--- src/rtl/avid_shaper_pkg.sv ---
package avid_shaper_pkg;

  localparam int RAMP_LEN = 4;
  localparam int STEP_W   = $clog2(RAMP_LEN);

  typedef enum logic [1:0] {
    RM_PIXEL = 2'b00,
    RM_HOLD  = 2'b01,
    RM_OFF0  = 2'b10,
    RM_OFF1  = 2'b11
  } ramp_mode_e;

  // Weight in eighths for ramp step idx (rising order).
  function automatic logic [3:0] weight_eighths(input logic pal, input logic [STEP_W-1:0] idx);
    logic [3:0] w;
    case (idx)
      2'd0:    w = 4'd1;
      2'd1:    w = pal ? 4'd3 : 4'd4;
      2'd2:    w = pal ? 4'd5 : 4'd7;
      default: w = pal ? 4'd7 : 4'd8;
    endcase
    return w;
  endfunction

endpackage

--- src/rtl/avid_window_gen.sv ---
module avid_window_gen #(
  parameter int CW   = 11,
  parameter int EARLY = 4
) (
  input  logic          clk,
  input  logic          rst,
  input  logic          pix_en,
  input  logic [CW-1:0] hcount,
  input  logic [CW-1:0] start_cnt,
  input  logic [CW-1:0] end_pos,
  input  logic          win_dir,
  input  logic          win_pin_in,
  output logic          win_eff,
  output logic          win_int_q,
  output logic          win_oe
);
  logic [CW:0] h_plus;
  logic        int_now;

  always_comb begin
    h_plus  = {1'b0, hcount} + (CW+1)'(EARLY);
    int_now = (hcount >= start_cnt) && (h_plus < {1'b0, end_pos});
    win_eff = int_now && (!win_dir || win_pin_in);
  end

  always_ff @(posedge clk) begin
    if (rst) begin
      win_int_q <= 1'b0;
      win_oe    <= 1'b0;
    end else begin
      win_oe <= !win_dir;
      if (pix_en) win_int_q <= int_now;
    end
  end
endmodule

--- src/rtl/avid_delay_line.sv ---
module avid_delay_line #(
  parameter int W     = 11,
  parameter int DEPTH = 5
) (
  input  logic         clk,
  input  logic         rst,
  input  logic         en,
  input  logic [W-1:0] din,
  output logic [W-1:0] tap_first,
  output logic [W-1:0] tap_last
);
  logic [W-1:0] stage [DEPTH];

  always_ff @(posedge clk) begin
    if (rst) stage[0] <= '0;
    else if (en) stage[0] <= din;
  end

  for (genvar i = 1; i < DEPTH; i++) begin : g_stage
    always_ff @(posedge clk) begin
      if (rst) stage[i] <= '0;
      else if (en) stage[i] <= stage[i-1];
    end
  end

  assign tap_first = stage[0];
  assign tap_last  = stage[DEPTH-1];
endmodule

--- src/rtl/avid_ramp_core.sv ---
module avid_ramp_core
  import avid_shaper_pkg::*;
#(
  parameter int DW = 10
) (
  input  logic          clk,
  input  logic          rst,
  input  logic          pix_en,
  input  logic [1:0]    ramp_mode,
  input  logic          pal_sel,
  input  logic [DW-1:0] blank_level,
  input  logic [DW-1:0] pix_first,
  input  logic [DW-1:0] pix_last,
  input  logic          win_last,
  output logic [DW-1:0] pix_out,
  output logic          win_prev,
  output logic          ramp_on
);
  localparam int SW = DW + 4;
  localparam logic [STEP_W-1:0] LAST_STEP = STEP_W'(RAMP_LEN - 1);

  logic [STEP_W-1:0] cnt, step, idx;
  logic              ramp_dir, dir, edge_hit, use_ramp, slope_off, hold_mode;
  logic [DW-1:0]     hold_q, src, out_next;
  logic [3:0]        wgt;
  logic [SW-1:0]     prod;

  always_comb begin
    edge_hit  = (win_last != win_prev);
    slope_off = ramp_mode[1];
    hold_mode = (ramp_mode == RM_HOLD);
    step      = edge_hit ? '0 : cnt;
    use_ramp  = !slope_off && (edge_hit || ramp_on);
    dir       = edge_hit ? win_last : ramp_dir;
    idx       = dir ? step : (LAST_STEP - step);
    wgt       = weight_eighths(pal_sel, idx);
    src       = hold_mode ? (edge_hit ? pix_first : hold_q) : pix_last;
    // shift-and-add multiply by the eighths weight
    prod = (wgt[0] ? SW'(src)        : '0) +
           (wgt[1] ? (SW'(src) << 1) : '0) +
           (wgt[2] ? (SW'(src) << 2) : '0) +
           (wgt[3] ? (SW'(src) << 3) : '0);
    if (use_ramp)      out_next = DW'(prod >> 3);
    else if (win_last) out_next = pix_last;
    else               out_next = blank_level;
  end

  always_ff @(posedge clk) begin
    if (rst) begin
      pix_out  <= '0;
      win_prev <= 1'b0;
      ramp_on  <= 1'b0;
      cnt      <= '0;
      ramp_dir <= 1'b0;
      hold_q   <= '0;
    end else if (pix_en) begin
      pix_out  <= out_next;
      win_prev <= win_last;
      if (edge_hit) begin
        ramp_dir <= win_last;
        hold_q   <= pix_first;
      end
      if (use_ramp) begin
        ramp_on <= (step != LAST_STEP);
        cnt     <= step + 1'b1;
      end
      if (slope_off) ramp_on <= 1'b0;
    end
  end
endmodule

--- src/rtl/avid_edge_shaper.sv ---
module avid_edge_shaper
  import avid_shaper_pkg::*;
#(
  parameter int DW = 10,
  parameter int CW = 11
) (
  input  logic          clk,
  input  logic          rst,
  input  logic          pix_en,
  input  logic [DW-1:0] pix_in,
  input  logic [CW-1:0] hcount,
  input  logic [CW-1:0] start_cnt,
  input  logic [CW-1:0] end_pos,
  input  logic [1:0]    ramp_mode,
  input  logic          pal_sel,
  input  logic          win_dir,
  input  logic          win_pin_in,
  input  logic [DW-1:0] blank_level,
  output logic [DW-1:0] pix_out,
  output logic          win_out,
  output logic          win_oe
);
  localparam int TAPS = RAMP_LEN + 1;
  localparam int LW   = DW + 1;

  logic          win_eff;
  logic [LW-1:0] tap_first, tap_last;
  logic          win_prev, ramp_on;

  avid_window_gen #(.CW(CW), .EARLY(RAMP_LEN)) u_win (
    .clk(clk), .rst(rst), .pix_en(pix_en), .hcount(hcount),
    .start_cnt(start_cnt), .end_pos(end_pos), .win_dir(win_dir),
    .win_pin_in(win_pin_in), .win_eff(win_eff), .win_int_q(win_out),
    .win_oe(win_oe)
  );

  avid_delay_line #(.W(LW), .DEPTH(TAPS)) u_dly (
    .clk(clk), .rst(rst), .en(pix_en), .din({win_eff, pix_in}),
    .tap_first(tap_first), .tap_last(tap_last)
  );

  avid_ramp_core #(.DW(DW)) u_core (
    .clk(clk), .rst(rst), .pix_en(pix_en), .ramp_mode(ramp_mode),
    .pal_sel(pal_sel), .blank_level(blank_level),
    .pix_first(tap_first[DW-1:0]), .pix_last(tap_last[DW-1:0]),
    .win_last(tap_last[DW]), .pix_out(pix_out), .win_prev(win_prev),
    .ramp_on(ramp_on)
  );
endmodule

--- config.mk ---
export PLATFORM = sky130hd
export DESIGN_NAME = avid_edge_shaper
export DESIGN_NICKNAME = d
export VERILOG_FILES = /design/src/rtl/avid_shaper_pkg.sv /design/src/rtl/avid_window_gen.sv /design/src/rtl/avid_delay_line.sv /design/src/rtl/avid_ramp_core.sv /design/src/rtl/avid_edge_shaper.sv
export SDC_FILE = /design/constraint.sdc
export NUM_CORES = 1
export LEC_CHECK = 0
export BUFFER_PORTS_ARGS = -buffer_cell sky130_fd_sc_hd__buf_2
export CORE_ASPECT_RATIO = 1.4
export CORE_MARGIN = 1.5
export CORE_UTILIZATION = 35
export CTS_CLUSTER_SIZE = 30
export DETAILED_ROUTE_END_ITERATION = 8
export HOLD_SLACK_MARGIN = 0.08
export MAX_ROUTING_LAYER = met4
export PLACE_DENSITY = 0.64
export SLEW_MARGIN = 25
export SYNTH_ARGS = -nofsm -noshare
export SYNTH_HDL_FRONTEND = slang
export SYNTH_SLANG_ARGS = --single-unit
--- constraint.sdc ---
create_clock -name clk -period 4.6 [get_ports clk]
set_clock_uncertainty 0.15 [all_clocks]
set_input_delay 1.15 -clock clk [delete_from_list [all_inputs] [get_ports clk]]
set_output_delay 1.15 -clock clk [all_outputs]
set_load 0.005 [all_outputs]
==> flow_summary.toml <==
[layout]
num-fill-cells = 1427
multi_input_area_mm2 = 0.002835
drive_gt1_frac = 0.2488
mostFrequentLayoutCells = "buf_2 (72), nor2_1 (57), and2_1 (56), edfxtp_1 (55), inv_1 (48)"
final-seq-area_mm2 = 0.002192
mostFrequentLayoutCell = "buf_2"
fin_nets = 755
diodes = 0
area_delta_synth_final_pct = 24.78

[route]
ant_nets = 0
route.detailed.drc = 0
vias = 4036
drt_iter0_drc = 152
via_per_inst = 4.828
avgRoutedWirePerCell_um = 14.17
wl_mm = 11.85
first_pass_iters = 4

[critical_path]
cp.required_ps = 4670
worstPathMaxFanout = 10
rrSetupSlack_ps = 150
rr_worst_depth = 16
cp-start-kind = "input port"
cp.arrival_ps = 4550
end_kind = "flip-flop"
reg2reg_to = "u_core.pix_out[8]"
crit_type = "in -> reg"
r2r-start = "u_dly.stage[4][10]"

[global_route]
grt_pass1_wl_mm = 19.06
antenna_found_initial = 0
grt.overflow.total = 0
grt.total_usage = 0.1615
grt_max_degree = 58
grt_pass1_vias = 4047

[clock_tree]
clock-sinks = 82
cts_root_buffer = "clkbuf_16"
insertion_delay_ps = 340
h-tree-depth = 3
path_clk_slew_ps = 60
cts_tree = "done"
cts_buffer_depth = 2
numCtsBuffers = 9

[pwr]
p_per_area_mw_per_mm2 = 306.2
leakagePower_nw = 3.006
p_total_mw = 1.983
ir_drop_mv = 0.1630

[synth]
synth_top_area_frac = 0.3182
synth_top_family_by_area = "simple AND/OR/NAND/NOR gates"
muxShareOfSynthArea = 0.05231
synth-simple-area-share = 0.1933
synth_edf_count = 55
synth_xor_area_frac = 0.03230
syn_nets = 644
synth_compound_area_frac = 0.09764
synth_flop_cell = "edfxtp_1"
yosysSeqAreaShare = 0.4224
yosys.area.top_type = "edfxtp_1"
ys.warnings.count = 0
synthAdderAreaFrac = 0.1500
async_flop_share = 0
netlist_area_mm2 = 0.005190
synth.distinct_cells = 46
syn-mean-instance-area_um2 = 9.774
synth-seq-cells = 82
syn_inst = 531
synthTopCellsByArea = "edfxtp_1 (32%), dfxtp_1 (10%), ha_1 (8.4%)"

[worst_hold_path]
worstHoldEndpoint = "u_core.hold_q[9]"
hold-path-cell-count = 2
min_from = "u_core.hold_q[9]"
min_path_type = "reg -> reg"

[sta]
timing.final.crit_share = 0.9729
period_needed_ps = 4475
tightestPinTransition_ps = 605.9
max_clock_freq_mhz = 223.4
final-max-slew-violation-count = 0
setup_ws_ps = 124.5
setup_viol = 0
hold_viol_final = 0
maxSlewHeadroom = 0.5955

[placed_design]
place_congestion = 0.9219
hpwl_mm = 9.220
port_buffers = 72
dpl_worst_slack_ps = -311.8

[floorplan]
boundaryPins = 73
dieArea_mm2 = 0.01558
die_w_um = 105.9
die_y_um = 147.1
core_area_mm2 = 0.01444
start_util = 0.3593
rows = 52

[run_status]
outcome = "complete, no violations"

[job]
maxCapViolCount = 0
-- power by group --
| group | internal (mW) | leakage [nW] | switching, mW |
|---|---|---|---|
| Combinational | 0.213 | 2.04 | 0.237 |
| Sequential | 0.835 | 0.827 | 0.0259 |
| Clock | 0.370 | 0.137 | 0.301 |
-- cell families after synthesis --
logic type | after synthesis
adder cells (fa/ha/maj) | 52
flip-flops | 82
AO/OA/AOI/OAI | 84
XOR/XNOR | 17
AND/OR/NAND/NOR | 202
buffers and inverters | 68
multiplexers | 26
-- metal layers --
metal | GRT usage | part of all wire | up-vias
met5 | - | 0 | -
met1 | 0.1834 | 0.41 | 1937
met4 | 0.06892 | 0.020 | 0
met3 | 0.01464 | 0.025 | 17
met2 | 0.2883 | 0.54 | 62
li1 | - | - | 2020
-- cell type report --
| type | instances | share of cell area |
|---|---|---|
| multi-input combinational | 381 | 0.4378 |
| inverter | 49 | 0.02840 |
| timing repair buffer | 119 | 0.1159 |
| tap | 189 | 0.03651 |
| clock inverter | 7 | 0.008114 |
| clock buffer | 9 | 0.03478 |
| sequential | 82 | 0.3385 |
-- critical path, stage by stage --
cell and delay [ps]:
buf_2 110, nand2b_4 140, buf_12 140, buf_4 160, a21oi_4 170, nor2_2 70
fa_1 560, fa_1 430, ha_2 220, fa_2 400, a21o_1 190, a21oi_2 200
o21ai_1 90, a31oi_1 230, nor4_1 70, a211o_1 240
-- repair_timing --
| action | CTS | global route |
|---|---|---|
| endpoints found under the setup margin | 0 | 5 |
| gates resized for setup | 0 | 14 |
| hold buffers | 0 | 0 |
| buffers inserted | 0 | 5 |
-- metrics by stage --
stage	setup TNS, ps	utilization	cells	area [um2]	hold WS [ps]
4_1_cts	0	0.4414	831	6375	304.6
3_3_place_gp	-899.4	0.4221	815	6097	290.6
3_5_place_dp	-1259	0.4221	815	6097	296.4
5_1_grt	-12.04	0.4484	836	6476	327.5
6_report	0	0.4484	836	6476	303.6
2_1_floorplan	0	-	531	5254	285.7
-- registers in the layout (all words and copies together), names as in the netlist --
register	flops
u_win.win_int_q	1
u_core.hold_q	10
u_core.ramp_dir	1
u_core.win_prev	1
u_core.pix_out	10
u_dly.stage	55
u_core.ramp_on	1
u_core.cnt	2
u_win.win_oe	1
-- cell usage after synthesis, types with 2 or more instances --
cell / n
nor2_1: 59
and2_1: 56
edfxtp_1: 55
inv_1: 49
a21oi_1: 39
nand2_1: 37
ha_1: 35
dfxtp_1: 27
mux2i_1: 22
fa_1: 17
o21ai_0: 15
nand2b_1: 14
clkbuf_1: 11
nand3_1: 10
xor2_1: 9
a21o_1: 8
nor2b_1: 7
nor3_1: 7
xnor2_1: 7
a211oi_1: 3
buf_2: 3
buf_4: 3
nand4_1: 3
o211ai_1: 3
or3_1: 3
a211o_1: 2
a31oi_1: 2
and3_1: 2
buf_1: 2
mux2_2: 2
o21a_1: 2
o21bai_1: 2
or2_2: 2
-- worst max path at each step --
stage | start | to | slack (ps) | cells after the start
2_1_floorplan | ramp_mode[1] | u_core.pix_out[7] | 7 | 16
3_3_place_gp | ramp_mode[1] | u_core.pix_out[7] | -220 | 19
3_5_place_dp | ramp_mode[1] | u_core.pix_out[8] | -310 | 17
4_1_cts | ramp_mode[1] | u_core.pix_out[8] | 40 | 17
5_1_grt | ramp_mode[1] | u_core.pix_out[8] | -10 | 17
6_report | ramp_mode[1] | u_core.pix_out[8] | 120 | 16
(Power assumes the default switching activity.)
